$ cat config.mk
export PLATFORM = sky130hd
export DESIGN_NAME = brn_npc_unit
export DESIGN_NICKNAME = d
export VERILOG_FILES = /design/src/rtl/brn_pkg.sv /design/src/rtl/brn_cond.sv /design/src/rtl/brn_decode.sv /design/src/rtl/brn_npc_unit.sv
export SDC_FILE = /design/constraint.sdc
export NUM_CORES = 1
export LEC_CHECK = 0
export ABC_AREA = 1
export BUFFER_PORTS_ARGS = -buffer_cell sky130_fd_sc_hd__clkbuf_2
export CAP_MARGIN = 5
export CORE_ASPECT_RATIO = 1.25
export CORE_MARGIN = 2
export CORE_UTILIZATION = 40
export DETAILED_ROUTE_END_ITERATION = 8
export GPL_TIMING_DRIVEN = 0
export PLACE_DENSITY_LB_ADDON = 0.05
export REMOVE_ABC_BUFFERS = 1
export SETUP_SLACK_MARGIN = 0.05
export SLEW_MARGIN = 30
export SYNTH_ARGS = -nofsm -noshare
export SYNTH_HDL_FRONTEND = slang
export SYNTH_SLANG_ARGS = --single-unit
$ cat constraint.sdc
create_clock -name clk -period 3.9 [get_ports clk]
set_input_delay 0.195 -clock clk [delete_from_list [all_inputs] [get_ports clk]]
set_output_delay 0.195 -clock clk [all_outputs]
set_load 0.02 [all_outputs]
$ cat src/rtl/brn_pkg.sv
package brn_pkg;

    // Major instruction classes, from the two top bits
    typedef enum logic [1:0] {
        OP_BRANCH = 2'b00,
        OP_CALL   = 2'b01,
        OP_ALU    = 2'b10,
        OP_MEM    = 2'b11
    } op_class_e;

    localparam logic [2:0] OP2_ICC_BRANCH = 3'b010;
    localparam logic [5:0] OP3_JUMP_LINK  = 6'b111000;
    localparam logic [3:0] COND_ALWAYS    = 4'b1000;

    // Flag positions in the packed flag vector {N,Z,V,C}
    localparam int FLAG_N = 3;
    localparam int FLAG_Z = 2;
    localparam int FLAG_V = 1;
    localparam int FLAG_C = 0;

endpackage

$ cat src/rtl/brn_cond.sv
module brn_cond
    import brn_pkg::*;
(
    input  logic [3:0] cond_i,
    input  logic [3:0] flags_i,
    output logic       taken_o
);
    logic n, z, v, c;
    logic base;

    assign n = flags_i[FLAG_N];
    assign z = flags_i[FLAG_Z];
    assign v = flags_i[FLAG_V];
    assign c = flags_i[FLAG_C];

    always_comb begin
        unique case (cond_i[2:0])
            3'd0:    base = 1'b0;
            3'd1:    base = z;
            3'd2:    base = z | (n ^ v);
            3'd3:    base = n ^ v;
            3'd4:    base = c | z;
            3'd5:    base = c;
            3'd6:    base = n;
            default: base = v;
        endcase
    end

    // Upper half of the table is the complement of the lower half
    assign taken_o = base ^ cond_i[3];

endmodule

$ cat src/rtl/brn_decode.sv
module brn_decode
    import brn_pkg::*;
#(
    parameter int PC_W  = 32,
    parameter int INS_W = 32
) (
    input  logic [INS_W-1:0] instr_i,
    input  logic [PC_W-1:0]  pc_i,
    input  logic [PC_W-1:0]  jtgt_i,
    output logic             is_bcc_o,
    output logic             is_call_o,
    output logic             is_jump_o,
    output logic             abit_o,
    output logic [3:0]       cond_o,
    output logic [PC_W-1:0]  tgt_o
);
    localparam int BDISP_W = 22;
    localparam int CDISP_W = 30;
    localparam int WSHIFT  = 2;

    op_class_e           op;
    logic [PC_W-1:0]     boff;
    logic [PC_W-1:0]     coff;

    assign op        = op_class_e'(instr_i[INS_W-1 -: 2]);
    assign is_bcc_o  = (op == OP_BRANCH) && (instr_i[24:22] == OP2_ICC_BRANCH);
    assign is_call_o = (op == OP_CALL);
    assign is_jump_o = (op == OP_ALU) && (instr_i[24:19] == OP3_JUMP_LINK);
    assign abit_o    = instr_i[29];
    assign cond_o    = instr_i[28:25];

    // Word displacements scaled to bytes; branch one sign-extended
    assign boff = PC_W'({{(PC_W-BDISP_W-WSHIFT){instr_i[BDISP_W-1]}},
                         instr_i[BDISP_W-1:0], {WSHIFT{1'b0}}});
    assign coff = PC_W'({instr_i[CDISP_W-1:0], {WSHIFT{1'b0}}});

    always_comb begin
        if (is_jump_o)      tgt_o = jtgt_i;
        else if (is_call_o) tgt_o = pc_i + coff;
        else                tgt_o = pc_i + boff;
    end

endmodule

$ cat src/rtl/brn_npc_unit.sv
module brn_npc_unit
    import brn_pkg::*;
#(
    parameter int PC_W     = 32,
    parameter int REG_W    = 5,
    parameter int LINK_REG = 15
) (
    input  logic             clk,
    input  logic             rst,
    input  logic [31:0]      instr_i,
    input  logic [3:0]       flags_i,
    input  logic [PC_W-1:0]  jtgt_i,
    output logic [PC_W-1:0]  pc_o,
    output logic [PC_W-1:0]  npc_o,
    output logic             annul_o,
    output logic             link_we_o,
    output logic [REG_W-1:0] link_rd_o,
    output logic [PC_W-1:0]  link_val_o,
    output logic             misalign_o
);
    localparam logic [PC_W-1:0] STEP      = PC_W'(4);
    localparam logic [PC_W-1:0] RESET_PC  = '0;

    typedef struct packed {
        logic [PC_W-1:0] pc;
        logic [PC_W-1:0] npc;
        logic            annul;
    } seq_t;

    seq_t seq_d, seq_q;

    logic            is_bcc, is_call, is_jump, abit, taken;
    logic [3:0]      cond;
    logic [PC_W-1:0] tgt;
    logic            xfer;

    brn_decode #(.PC_W(PC_W), .INS_W(32)) u_dec (
        .instr_i   (instr_i),
        .pc_i      (seq_q.pc),
        .jtgt_i    (jtgt_i),
        .is_bcc_o  (is_bcc),
        .is_call_o (is_call),
        .is_jump_o (is_jump),
        .abit_o    (abit),
        .cond_o    (cond),
        .tgt_o     (tgt)
    );

    brn_cond u_cond (
        .cond_i  (cond),
        .flags_i (flags_i),
        .taken_o (taken)
    );

    assign xfer = (is_bcc & taken) | is_call | is_jump;

    always_comb begin
        seq_d.pc    = seq_q.npc;
        seq_d.npc   = seq_q.npc + STEP;
        seq_d.annul = 1'b0;
        link_we_o   = 1'b0;
        misalign_o  = 1'b0;
        if (!seq_q.annul) begin
            if (xfer) seq_d.npc = tgt;
            if (is_bcc) seq_d.annul = abit & (~taken | (cond == COND_ALWAYS));
            link_we_o  = is_call;
            misalign_o = is_jump & (|tgt[1:0]);
        end
    end

    always_ff @(posedge clk) begin
        if (rst) begin
            seq_q.pc    <= RESET_PC;
            seq_q.npc   <= RESET_PC + STEP;
            seq_q.annul <= 1'b0;
        end else begin
            seq_q <= seq_d;
        end
    end

    assign pc_o       = seq_q.pc;
    assign npc_o      = seq_q.npc;
    assign annul_o    = seq_q.annul;
    assign link_rd_o  = REG_W'(LINK_REG);
    assign link_val_o = seq_q.pc;


    reset_state_chk: assert property (@(posedge clk)
        rst |=> (pc_o == RESET_PC && npc_o == STEP && !annul_o));


    seq_advance_chk: assert property (@(posedge clk) disable iff (rst)
        (!annul_o && !xfer) |=> (pc_o == $past(npc_o) && npc_o == $past(npc_o) + STEP));


    annul_skip_chk: assert property (@(posedge clk) disable iff (rst)
        annul_o |=> (npc_o == $past(npc_o) + STEP && !annul_o));


    taken_keeps_slot_chk: assert property (@(posedge clk) disable iff (rst)
        (!annul_o && is_bcc && taken && cond != COND_ALWAYS) |=> !annul_o);


    call_target_chk: assert property (@(posedge clk) disable iff (rst)
        link_we_o |=> (npc_o == $past(pc_o) + PC_W'({$past(instr_i[29:0]), 2'b00})));


    jump_target_chk: assert property (@(posedge clk) disable iff (rst)
        (!annul_o && is_jump) |=> (npc_o == $past(jtgt_i) && pc_o == $past(npc_o)));


    misalign_only_jump_chk: assert property (@(posedge clk) disable iff (rst)
        misalign_o |-> (instr_i[31:30] == 2'b10 && jtgt_i[1:0] != 2'b00));

endmodule

==> impl_metrics.yaml, run 1 <==
die:
  die_w_um: 114
  core-area_mm2: 0.0149
  io_pins: 174
  initial_core_util_pct: 40.7
  die_h_um: 142
  fp-row-count: 50
  die-area_mm2: 0.0162
sta:
  worst_hold_slack_ps: 90.4
  hold_viol: 0
  slew-limit-headroom_pct: 41.0
  finalCritPeriodShare_pct: 77.5
  finalSetupViolations: 0
  max_freq_mhz: 331
  drv_slew: 0
  totalNegativeSetupSlack_ps: 0
  fin_crit_ps: 3020
  worstMarginPinSlew_ps: 885
  fin_ws_ps: 879
  rsz0062_at_grt: "false"
  skew_ps: 5.96
cells_and_area:
  syn2layout_area_growth_pct: 13.3
  seqCellArea_mm2: 0.00130
  final_area_mm2: 0.00687
  antenna_cells: 0
  final_common_cell: "nand2_1"
  layout_common_cells: "nand2_1, clkbuf_2, inv_1, nor2_1, dfxtp_1"
  final_cells: 1323
  multi_input_area_mm2: 0.00359
  final_net_count: 1238
  fillCellCount: 1704
  final_util_pct: 46.1
  drive_gt1_share_pct: 17.3
logic_synthesis:
  synth_xor_area_share_pct: 4.62
  synthMuxAreaShare_pct: 0
  syn_avg_cell_area_um2: 5.82
  yosys.area_share.adder_pct: 6.73
  synth_top_family_by_area: "simple AND/OR/NAND/NOR gates"
  netlist_area_mm2: 0.00606
  syn_inst: 1041
  synth-compound-area-share_pct: 7.51
  synthSimpleGateAreaFrac_pct: 40.0
  ys_ff_latch: 65
  ys_types: 36
  yosysWarnings: 0
  synth-seq-area-share_pct: 21.5
min_path:
  min-delay-path-class: "primary input to flop"
power:
  sw_frac_of_total_pct: 36.2
  p_per_area_mw_per_mm2: 346
  clkPwrFrac_pct: 38.8
  p_total_mw: 2.38
  power.leakage_nw: 3.87
  vdd_drop_max_mv: 0.208
  combPwrFrac_pct: 28.6
  p_seq_share_pct: 32.6
  internal_power_mw: 1.52
  p_sw_uw: 861
global_routing:
  antenna_found_initial: 0
  grt_pass1_wl_um: 31700
  gr-total-overflow: 0
  grt_start_max_net_pins: 39
  grt_pass1_vias: 6060
  grt_use_total_pct: 25.7
clock_network:
  clkSlewWorstSetupHoldPaths_ps: 60
  cts_num_sinks: 65
  cts_setup_buffers: 0
  cts_buffer_depth: 2
  insertion_delay_ps: 350
  cts_made_buffers: 9
  hold_buffers: 0
  cts_root_buf: "clkbuf_16"
  htreeDepth: 3
  cts_tree: "built"
  ctsResizeCount: 0
detailed_routing:
  drtPass1Iterations: 4
  vias_per_cell: 4.85
  drt_iter0_drc: 294
  wl_per_cell_um: 15.6
  ant_nets: 0
  vias: 6421
  wirelength_um: 20700
  drc: 0
critical_path:
  required_ps: 4180
  crit_path_max_incr_delay_ps: 720
  worstPathCellList: "clkbuf_2 > nor4_2 > nand2_2 > inv_2 > nor2_2 > a21oi_4 > nand2_2 > nand2_1 > inv_1 > nor2_1"
  critical_path_class: "primary input to flop"
  cp-end-kind: "flop"
  slowest_stage: "inv_2"
  crit_top_cell: "nand2_2"
  arrival_ps: 3300
  start_kind: "primary input"
  critPathMaxFanout: 35
placement:
  place.gp.congestion: 0.888
  dpl_cell_area_mm2: 0.00654
  port_buffers: 168
  dp_hpwl_um: 16700
  place_ws_ps: 494
  dp.cells: 1307
job:
  maxCapViolCount: 0
status:
  outcome: "complete, no violations"
-- metal layers --
layer,global-route usage (%),vias up,wire length [µm],part of all wire [%]
li1,-,3365,-,-
met1,32.8,2890,9200,44
met2,45.0,142,10200,49
met3,3.89,24,890,4.3
met4,6.74,0,375,1.8
met5,0,-,0,0
-- registers in the layout, indices dropped and copies added, names as in the netlist --
signal	cells
annul_o	1
npc_o	32
link_val_o	32
-- worst paths after layout --
path,from,endpoint,slack (ps),depth (start not counted)
worst min register to register,npc_o[1]$_SDFFE_PP0P_,link_val_o[1]$_SDFF_PP0_,440,2
worst max register to register,link_val_o[2]$_SDFF_PP0_,npc_o[28]$_SDFF_PP0_,1370,14
worst min-delay path,instr_i[29],annul_o$_SDFF_PP0_,90,3
worst max-delay path,instr_i[30],npc_o[25]$_SDFF_PP0_,880,10
-- critical path: cells and delay by family --
kind	cells	cell delay, ps
simple gates	6	1470
buf+inv	3	890
compound gates	1	720
-- power groups by stage --
stage / registers [mW] / clock network, mW / logic (mW)
floorplan: 0.855 / 0 / 0.356
global placement: 0.790 / 0 / 0.676
detailed placement: 0.790 / 0 / 0.674
CTS: 0.776 / 0.936 / 0.680
global route: 0.783 / 0.960 / 0.759
finish: 0.775 / 0.923 / 0.679
-- cells by family after synthesis --
logic type	count (synthesis)
buf+inv	241
other cells	2
xor+xnor	32
simple gates	583
compound gates	86
flops	65
fa+ha+maj	32
-- synth_stat cells --
| master | instances | area [µm²] |
|---|---|---|
| fa_1 | 1 | 20.0 |
| nand4_1 | 17 | 106 |
| nand2_4 | 1 | 11.3 |
| xor2_1 | 28 | 245 |
| nand2_2 | 2 | 12.5 |
| and2_1 | 2 | 12.5 |
| nand3b_1 | 4 | 30.0 |
| or2_2 | 2 | 12.5 |
| nor2_2 | 1 | 6.26 |
| buf_6 | 2 | 22.5 |
| inv_2 | 1 | 3.75 |
| nor4_1 | 2 | 12.5 |
| o21bai_1 | 3 | 22.5 |
| a21oi_4 | 1 | 16.3 |
| o21ai_0 | 33 | 165 |
| buf_4 | 69 | 518 |
| nor3_1 | 32 | 160 |
| clkbuf_1 | 10 | 37.5 |
| nor2_1 | 145 | 544 |
| xnor2_1 | 4 | 35.0 |
| nor3b_1 | 1 | 7.51 |
| ha_1 | 31 | 388 |
| a21oi_1 | 41 | 205 |
| nand3_1 | 63 | 315 |
| nor4_2 | 2 | 25.0 |
| conb_1 | 2 | 7.51 |
| nand3_2 | 1 | 10.0 |
| or2_0 | 1 | 6.26 |
| buf_2 | 4 | 20.0 |
| dfxtp_1 | 65 | 1300 |
| o311ai_0 | 1 | 8.76 |
| o21ai_1 | 6 | 30.0 |
| buf_1 | 2 | 7.51 |
| inv_1 | 153 | 574 |
| o211ai_1 | 1 | 7.51 |
| nand2_1 | 307 | 1150 |
-- cell type report --
class	count	area share (%)
Multi-Input combinational cell	738	52.3
Clock inverter	6	1.31
Clock buffer	10	3.48
Sequential cell	65	19.0
Tap cell	182	3.32
Timing Repair Buffer	168	12.2
Inverter	154	8.42
No activity file was read; power rests on OpenSTA's default activity.
==> inputs of run 2 (changes only) <==
clock period = 2.92 ns   (was 3.9 ns; I/O delays follow)
==> impl_metrics.yaml, run 2 (synthesis gave the netlist of run 1 again) <==
critical_path:
  required_ps: 3220
  critPathMaxFanout: 5
  critical_path_class: "flop to flop"
  start_kind: "flop"
  arrival_ps: 2850
  cp-end-kind: "flop"
  crit_top_cell: "nand2_1"
  worstPathCellList: "ha_1 > fa_1 > nand3_1 > nand3_1 > nand2_1 > nand2_1 > nand2_1 > nand2_1 > nand2_1 > nand2_1 > nand2_1 > nand3_1 > nand2_1 > nand2_1 > inv_1"
  slowest_stage: "fa_1"
  crit_path_max_incr_delay_ps: 470
cells_and_area:
  final_common_cell: "nand2_1"
  syn2layout_area_growth_pct: 13.5
  fillCellCount: 1705
  final_util_pct: 46.2
  seqCellArea_mm2: 0.00130
  layout_common_cells: "nand2_1, clkbuf_2, inv_1, nor2_1, dfxtp_1"
  final_area_mm2: 0.00688
  multi_input_area_mm2: 0.00360
  antenna_cells: 0
  final_net_count: 1239
  drive_gt1_share_pct: 17.3
detailed_routing:
  drtPass1Iterations: 4
  drt_iter0_drc: 298
  vias: 6475
  vias_per_cell: 4.89
  wl_per_cell_um: 15.9
  wirelength_um: 21100
  ant_nets: 0
  drc: 0
power:
  vdd_drop_max_mv: 0.277
  p_per_area_mw_per_mm2: 462
  power.leakage_nw: 3.87
job:
  maxCapViolCount: 0
die:
  die-area_mm2: 0.0162
  die_h_um: 142
  fp-row-count: 50
  initial_core_util_pct: 40.7
  io_pins: 174
  die_w_um: 114
  core-area_mm2: 0.0149
global_routing:
  grt_use_met2_pct: 45.1
  gr-total-overflow: 0
  antenna_found_initial: 0
  use_met1_pct: 32.8
  grt_pass1_vias: 6068
  gr-usage-met3_pct: 3.89
  grt.busiest_layer: "met2"
  grt_pass1_wl_um: 31800
  grt_start_max_net_pins: 39
  grt_use_total_pct: 25.7
sta:
  worstMarginPinSlew_ps: 907
  finalSetupViolations: 0
  drv_slew: 0
  max_freq_mhz: 392
  fin_crit_ps: 2550
  slew-limit-headroom_pct: 39.5
  finalCritPeriodShare_pct: 87.4
  skew_ps: 6.71
  hold_viol: 0
  rsz0062_at_grt: "false"
status:
  outcome: "complete, no violations"
clock_network:
  htreeDepth: 3
  cts_tree: "built"
  cts_setup_buffers: 0
  hold_buffers: 0
  insertion_delay_ps: 350
  cts_root_buf: "clkbuf_16"
  cts_num_sinks: 65
  clkSlewWorstSetupHoldPaths_ps: 60
  cts_made_buffers: 9
  cts_buffer_depth: 2
placement:
  dpl_cell_area_mm2: 0.00654
  port_buffers: 168
  dp_hpwl_um: 16700
  place.gp.congestion: 0.888
min_path:
  min-delay-path-class: "primary input to flop"
run 2: repair_timing:
| action | 4_1_cts | 5_1_grt |
|---|---|---|
| gates cloned | 0 | 1 |
| resized for setup | 1 | 0 |
| setup endpoints to repair | 8 | 8 |
| pin swaps | 0 | 1 |
| endpoints found under the hold margin | 0 | 0 |
run 2: layout make-up:
class | count | area share, %
clock buffers | 10 | 3.47
clock inverters | 6 | 1.31
inverters | 154 | 8.44
multi-input cells | 739 | 52.3
flip-flops and latches | 65 | 18.9
well taps | 182 | 3.31
repair buffers | 168 | 12.2
run 2: final timing paths:
check | cells past startpoint | startpoint | endpoint | slack (ps)
max reg2reg | 15 | link_val_o[2]$_SDFF_PP0_ | npc_o[28]$_SDFF_PP0_ | 370
max | 15 | link_val_o[2]$_SDFF_PP0_ | npc_o[28]$_SDFF_PP0_ | 370
min | 3 | instr_i[29] | annul_o$_SDFF_PP0_ | 40
min reg2reg | 2 | npc_o[1]$_SDFFE_PP0P_ | link_val_o[1]$_SDFF_PP0_ | 440
run 2: critical path: cells and delay by family (launching register included):
kind,cells,cell delay [ps]
simple gates,12,1370
flops,1,330
buf+inv,1,40
fa+ha+maj,2,750
run 2: per-stage QoR:
stage	cells	hold WS, ps	TNS, ps	setup WS, ps	total power, mW
floorplan	957	215	0	599	1.62
global placement	1307	400	-20060	-892	1.96
detailed placement	1307	403	-5780	-437	1.96
CTS	1323	39.1	0	105	3.19
global route	1324	55.2	0	87.9	3.34
finish	1324	38.0	0	368	3.18
run 2: metal layers:
metal | up-vias | wire [µm] | share of wire [%]
met1 | 2898 | 9090 | 43
met3 | 27 | 1170 | 5.5
met5 | - | 0 | 0
li1 | 3371 | - | -
met4 | 0 | 454 | 2.2
met2 | 179 | 10400 | 49
run 2: power breakdown:
group	leakage [nW]	internal, mW	switching, mW
Combinational	3.18	0.299	0.613
Sequential	0.534	0.953	0.0814
Clock	0.159	0.774	0.460
Total	3.87	2.03	1.15
